## src/rtl/fpic_pkg.sv

```systemverilog
package fpic_pkg;
  typedef enum logic [1:0] {
    CLS_ARITH = 2'd0,
    CLS_EARLY = 2'd1,
    CLS_DIV   = 2'd2,
    CLS_SQRT  = 2'd3
  } op_cls_e;
endpackage

```

## src/rtl/fpic_div_track.sv

```systemverilog
module fpic_div_track #(
  parameter int REG_W    = 4,
  parameter int SP_CYC   = 10,
  parameter int DP_CYC   = 23,
  parameter int SP_START = 1,
  parameter int SP_END   = 1,
  parameter int DP_START = 2,
  parameter int DP_END   = 3
) (
  input  logic             clk,
  input  logic             rst_n,
  input  logic             start_i,
  input  logic             dp_i,
  input  logic             sqrt_i,
  input  logic [REG_W-1:0] dst_i,
  output logic             busy_o,
  output logic             rsv_o,
  output logic             wb_o,
  output logic [REG_W-1:0] dst_o
);
  localparam int CNT_W = $clog2(DP_CYC + 1);
  localparam logic [CNT_W-1:0] SP_LEN  = CNT_W'(SP_CYC);
  localparam logic [CNT_W-1:0] DP_LEN  = CNT_W'(DP_CYC);
  localparam logic [CNT_W-1:0] SP_HEAD = CNT_W'(SP_START);
  localparam logic [CNT_W-1:0] DP_HEAD = CNT_W'(DP_START);
  localparam logic [CNT_W-1:0] SP_TAIL = CNT_W'(SP_END);
  localparam logic [CNT_W-1:0] DP_TAIL = CNT_W'(DP_END);
  localparam logic [CNT_W-1:0] ONE     = CNT_W'(1);

  logic [CNT_W-1:0] cnt_q, cnt_d, len_q, len_d, len_sel;
  logic [CNT_W-1:0] head_len, tail_len;
  logic             dp_q, dp_d;
  logic [REG_W-1:0] dst_q, dst_d;
  logic             cnt_en, load_en;

  // next-state
  always_comb begin
    len_sel = dp_i ? DP_LEN : SP_LEN;
    if (sqrt_i) len_sel = len_sel - ONE;
    busy_o  = (cnt_q != '0);
    cnt_en  = start_i | busy_o;
    load_en = start_i;
    cnt_d   = start_i ? (len_sel - ONE) : (cnt_q - ONE);
    len_d   = len_sel;
    dp_d    = dp_i;
    dst_d   = dst_i;
  end

  // registers
  always_ff @(posedge clk or negedge rst_n) begin
    if (!rst_n) begin
      cnt_q <= '0;
      len_q <= '0;
      dp_q  <= 1'b0;
      dst_q <= '0;
    end else begin
      if (cnt_en)  cnt_q <= cnt_d;
      if (load_en) begin
        len_q <= len_d;
        dp_q  <= dp_d;
        dst_q <= dst_d;
      end
    end
  end

  // slot decode: counter equals len - k + 1 in occupancy cycle k
  always_comb begin
    head_len = dp_q ? DP_HEAD : SP_HEAD;
    tail_len = dp_q ? DP_TAIL : SP_TAIL;
    rsv_o    = busy_o & ((cnt_q > (len_q - head_len)) | (cnt_q <= tail_len));
    wb_o     = (cnt_q == ONE);
    dst_o    = dst_q;
  end


  wb_then_idle_chk: assert property (@(posedge clk) disable iff (!rst_n)
    wb_o && !start_i |=> !busy_o);

  no_restart_chk: assert property (@(posedge clk) disable iff (!rst_n)
    start_i |-> !busy_o);

  busy_from_start_chk: assert property (@(posedge clk) disable iff (!rst_n)
    $rose(busy_o) |-> $past(start_i));
endmodule

```

## src/rtl/fpic_hazard.sv

```systemverilog
module fpic_hazard
  import fpic_pkg::*;
#(
  parameter int REG_W = 4
) (
  input  logic             clk,
  input  logic             rst_n,
  input  op_cls_e          cls_i,
  input  logic [REG_W-1:0] src_a_i,
  input  logic [REG_W-1:0] src_b_i,
  input  logic [REG_W-1:0] dst_i,
  input  logic             pend_busy_i,
  input  logic [REG_W-1:0] pend_dst_i,
  input  logic             issued_i,
  output logic             dep_stall_o,
  output logic             early_stall_o
);
  logic prev_early_q, prev_early_d;
  logic is_short, is_early, hit;

  always_comb begin
    is_short      = (cls_i == CLS_ARITH) || (cls_i == CLS_EARLY);
    is_early      = (cls_i == CLS_EARLY);
    hit           = (src_a_i == pend_dst_i) || (src_b_i == pend_dst_i) ||
                    (dst_i == pend_dst_i);
    dep_stall_o   = pend_busy_i & is_short & hit;
    early_stall_o = is_early & prev_early_q;
    prev_early_d  = issued_i & is_early;
  end

  always_ff @(posedge clk or negedge rst_n) begin
    if (!rst_n) prev_early_q <= 1'b0;
    else        prev_early_q <= prev_early_d;
  end


  early_gap_chk: assert property (@(posedge clk) disable iff (!rst_n)
    issued_i && is_early |=> !(issued_i && is_early));

  dep_clear_chk: assert property (@(posedge clk) disable iff (!rst_n)
    issued_i && pend_busy_i && is_short |->
      (src_a_i != pend_dst_i) && (src_b_i != pend_dst_i) && (dst_i != pend_dst_i));
endmodule

```

## src/rtl/fpic_issue_ctrl.sv

```systemverilog
module fpic_issue_ctrl
  import fpic_pkg::*;
#(
  parameter int REG_W    = 4,
  parameter int SP_CYC   = 10,
  parameter int DP_CYC   = 23,
  parameter int SP_START = 1,
  parameter int SP_END   = 1,
  parameter int DP_START = 2,
  parameter int DP_END   = 3
) (
  input  logic             clk,
  input  logic             rst_n,
  input  logic             in_valid,
  input  logic [1:0]       in_cls,
  input  logic             in_dp,
  input  logic [REG_W-1:0] in_src_a,
  input  logic [REG_W-1:0] in_src_b,
  input  logic [REG_W-1:0] in_dst,
  output logic             issue_o,
  output logic             stall_o,
  output logic             div_busy_o,
  output logic             main_rsv_o,
  output logic             div_wb_o,
  output logic [REG_W-1:0] div_wb_dst_o
);
  logic    rst_s1_q, rst_s2_q, rst_int_n;
  op_cls_e cls;
  logic    is_long, is_sqrt, div_start;
  logic    dep_stall, early_stall, busy_stall;

  // asynchronous assert, synchronous release
  always_ff @(posedge clk or negedge rst_n) begin
    if (!rst_n) begin
      rst_s1_q <= 1'b0;
      rst_s2_q <= 1'b0;
    end else begin
      rst_s1_q <= 1'b1;
      rst_s2_q <= rst_s1_q;
    end
  end
  assign rst_int_n = rst_s2_q & rst_n;

  always_comb begin
    cls        = op_cls_e'(in_cls);
    is_long    = (cls == CLS_DIV) || (cls == CLS_SQRT);
    is_sqrt    = (cls == CLS_SQRT);
    busy_stall = is_long & div_busy_o;
    stall_o    = in_valid & (main_rsv_o | busy_stall | dep_stall | early_stall);
    issue_o    = in_valid & ~stall_o;
    div_start  = issue_o & is_long;
  end

  fpic_div_track #(
    .REG_W(REG_W), .SP_CYC(SP_CYC), .DP_CYC(DP_CYC),
    .SP_START(SP_START), .SP_END(SP_END), .DP_START(DP_START), .DP_END(DP_END)
  ) u_track (
    .clk     (clk),
    .rst_n   (rst_int_n),
    .start_i (div_start),
    .dp_i    (in_dp),
    .sqrt_i  (is_sqrt),
    .dst_i   (in_dst),
    .busy_o  (div_busy_o),
    .rsv_o   (main_rsv_o),
    .wb_o    (div_wb_o),
    .dst_o   (div_wb_dst_o)
  );

  fpic_hazard #(.REG_W(REG_W)) u_haz (
    .clk           (clk),
    .rst_n         (rst_int_n),
    .cls_i         (cls),
    .src_a_i       (in_src_a),
    .src_b_i       (in_src_b),
    .dst_i         (in_dst),
    .pend_busy_i   (div_busy_o),
    .pend_dst_i    (div_wb_dst_o),
    .issued_i      (issue_o),
    .dep_stall_o   (dep_stall),
    .early_stall_o (early_stall)
  );


  rsv_blocks_chk: assert property (@(posedge clk) disable iff (!rst_int_n)
    main_rsv_o |-> !issue_o);

  wb_slot_rsv_chk: assert property (@(posedge clk) disable iff (!rst_int_n)
    div_wb_o |-> main_rsv_o);

  idle_quiet_chk: assert property (@(posedge clk) disable iff (!rst_int_n)
    !in_valid |-> !issue_o && !stall_o);
endmodule

```

## config.mk

```make
export PLATFORM = sky130hd
export DESIGN_NAME = fpic_issue_ctrl
export DESIGN_NICKNAME = d
export VERILOG_FILES = /design/src/rtl/fpic_pkg.sv /design/src/rtl/fpic_div_track.sv /design/src/rtl/fpic_hazard.sv /design/src/rtl/fpic_issue_ctrl.sv
export SDC_FILE = /design/constraint.sdc
export NUM_CORES = 1
export LEC_CHECK = 0
export BUFFER_PORTS_ARGS = -buffer_cell sky130_fd_sc_hd__buf_2
export CORE_ASPECT_RATIO = 0.7
export CORE_MARGIN = 4
export CORE_UTILIZATION = 47
export CTS_CLUSTER_SIZE = 40
export DETAILED_ROUTE_END_ITERATION = 6
export PLACE_DENSITY = 0.8
export REMOVE_ABC_BUFFERS = 1
export SYNTH_ARGS = -nofsm -noshare
export SYNTH_HDL_FRONTEND = slang
export SYNTH_SLANG_ARGS = --single-unit
```

## constraint.sdc

```tcl
create_clock -name clk -period 3.2 [get_ports clk]
set_clock_uncertainty 0.1 [all_clocks]
set_input_delay 0.96 -clock clk [delete_from_list [all_inputs] [get_ports clk]]
set_output_delay 0.96 -clock clk [all_outputs]
set_load 0.02 [all_outputs]
```

==> run summary <==
routability cong. = 0.853
final count of pins violating max slew = 0
f_max = 257 MHz
clock-pin slew on the worst setup and hold paths = 0.10 ns
most frequent cells in the layout = buf_2 (23), dfrtp_1 (16), xnor2_1 (15)
Vias = 953
vias per cell = 5.24
design internal power = 1.04 mW
Die X = 67.0 um
worst path required time = 2.14 ns
CTS tree = built
drt first pass iters = 4
CTS Sinks = 16
CP Data Arrival Time = 2.84 ns
Synth top area share = 35.0%
Ys Warns = 0
crit-path cells = inv_2 -> ha_4 -> inv_2 -> fa_2 -> nor2_1 -> nor2_1 -> ha_1 -> nand4_1 -> o21a_1 -> a211oi_4 -> o31a_1 -> buf_6
initial antenna violation count = 0
Reg2Reg Capture Point = u_haz.prev_early_q
VDD IR max = 0.466 mV
Pleak = 0.698 nW
Final Hold Viols = 0
GRT Util Overall = 17.8%
clk_lat worst skew = 0.29 ns
# setup viols final = 3
critical path capture point type = primary output
Mapped Avg Cell Area = 10.2 sq um
Worst slew margin = 56.6%
status = finished, violations left
cts hold-fix bufs = 0
Clock Tree Root = clkbuf_4
Combinational Power Share = 70.8%
Max Cap Viol = 0
mapped cell area = 1140 sq um
dpl cells = 175
maximum buffer depth of the clock tree = 2
Synth area leaders = dfrtp_1 (35%), ha_1 (13%), xnor2_1 (11%), inv_1 (3.9%), mux2_2 (3.9%)
commonest non-fill, non-tap cell in the layout = buf_2
Layout area overhead = 29.0%
CP Launch Type = register
vias in the first global route = 933
Clock power frac = 7.3%
CP max stage delay = 0.40 ns
synth unique cells = 36
CTS H-Tree Depth = 1
ant diodes = 0
worst reg2reg path depth = 12
Synth area leader = dfrtp_1
part of the power in registers = 22.0%
Crit-path slowest cell = dfrtp_1
core area = 2220 sq um
routed len/inst = 15.6 um
filler cell count = 179
DRC viols = 0
hold_ws = 0.265 ns
largest net degree at the start of global routing = 19
Final WS setup = -0.698 ns
Buf/Inv on CP = 3
CP top delay family = adder cells
failing checks = setup timing
row count = 14
DIE AREA = 3300 sq um
Setup WS pre-CTS = -0.429 ns
DR iter-0 viols = 43
Area after DPL = 1350 sq um
share of layout cells above drive strength 1 = 38.7%
TritonCTS buffer count = 3
fin crit share = 122%
final core utilization = 66.3%
Sw Ratio = 45.1%
crit-path max FO = 4
FF-to-FF Start = u_track.len_q[2]
nets@finish = 182
FF-to-FF setup slack = 0.37 ns
CP Class = register to primary output
Final ANT Viol Nets = 0
I/O Buffers = 26
IO Count = 27
gr ovfl total = 0
Cells after Synth = 112
hpwl dp = 2.12 mm
die height = 49.3 um
routed wire length = 2.84 mm
final instance area = 1480 sq um
Worst Tran Pin Value = 0.651 ns
RSZ-0062 raised after global routing = yes
Hold Path Class = register to asynchronous set/reset pin
post-layout min period = 3.90 ns
Pwr Density = 1280 nW/um^2
flops & latches, synth = 16
sequential element share of the synthesized area = 35.0%
switching power = 0.854 mW
first-pass GRT wire length = 4.42 mm
Initial Utilization = 51.4%
Finished Layout Cells = 182
-- how the worst max path moves through the flow --
stage	startpoint	slack (ns)	to	cells past startpoint
final	u_track.len_q[2]	-0.70	stall_o	12
after global routing	u_track.len_q[2]	-0.80	stall_o	12
after CTS	u_track.len_q[2]	-0.60	stall_o	11
after detailed placement	u_track.len_q[2]	-0.43	issue_o	12
after global placement	u_track.len_q[2]	-0.32	issue_o	11
after floorplan	u_track.len_q[2]	-0.77	issue_o	10
-- sequential cells by signal, summed over array words and instances (netlist names) --
name,flops
u_track.len_q,4
u_haz.prev_early_q,1
rst_s1_q,1
u_track.dst_o,4
u_track.cnt_q,5
rst_s2_q,1
-- repair_timing --
| item | CTS | global route |
|---|---|---|
| buffers inserted | 3 | 0 |
| gates cloned | 0 | 0 |
| gates resized for setup | 12 | 5 |
| pin swaps | 6 | 5 |
| setup endpoints to repair | 3 | 3 |
-- synth_stat cells --
library cell,n
nor2b_1,1
a21o_2,1
a21bo_2,1
o21ai_1,4
dfrtp_1,16
xnor2_1,15
nor4b_4,1
nand2_1,8
xor2_1,2
and2_1,3
nor4_1,1
inv_1,12
a21oi_1,2
a211oi_2,1
a21o_1,1
o221ai_1,1
mux2_2,4
nor4b_1,1
o21a_1,2
nand2b_1,2
nor3_1,2
fa_1,1
o31a_1,1
nand4_1,3
a32oi_1,1
o22ai_1,1
a31oi_1,1
conb_1,1
a41oi_1,1
nand3_4,1
buf_6,1
a211oi_1,1
o211ai_1,1
ha_1,12
nor2_1,4
o21ai_0,1
-- per-stage QoR --
step,total power [mW],TNS (ns)
final,1.89,-1.95
after global routing,2.04,-2.31
after CTS,1.76,-1.75
after detailed placement,1.45,-1.15
after global placement,1.39,-0.797
after floorplan,1.08,-1.43
-- layout make-up --
cell class | instances | area (sq um) | share of cell area, %
clock buffers | 4 | 36.3 | 2.46
inverters | 12 | 45.0 | 3.05
multi-input cells | 83 | 741 | 50.2
flip-flops and latches | 16 | 400 | 27.1
well taps | 32 | 40.0 | 2.71
repair buffers | 35 | 213 | 14.4
-- kinds of logic after synthesis --
| group | synth area share, % |
|---|---|
| compound gates | 13.2 |
| mux | 3.94 |
| xor+xnor | 13.0 |
| fa+ha+maj | 14.9 |
| simple gates | 14.7 |
| other cells | 0.328 |
| buf+inv | 4.92 |
| flops | 35.0 |
-- power groups by stage --
stage / clock, mW / sequential [mW] / combinational [mW]
floorplan: 0 / 0.410 / 0.674
global placement: 0 / 0.402 / 0.989
detailed placement: 0 / 0.411 / 1.03
CTS: 0.142 / 0.412 / 1.21
global route: 0.150 / 0.429 / 1.46
finish: 0.137 / 0.416 / 1.34
-- worst register-to-register path: stages (launching register included) --
cell and delay, ns:
dfrtp_1 0.40, inv_2 0.08, ha_4 0.14, inv_2 0.04
fa_2 0.34, xor2_1 0.16, ha_1 0.32, a21o_1 0.18
a32oi_2 0.26, a211oi_4 0.12, buf_4 0.17, buf_4 0.12
nor4_1 0.30
-- metal layers --
layer	share of wire, %	vias to the layer above	global-route usage, %
li1	-	462	-
met3	3.4	2	4.15
met5	0	-	0
met4	0.21	0	2.02
met2	53	25	30.6
met1	43	464	23.1
Note: power is estimated with default switching activity, not from simulation.
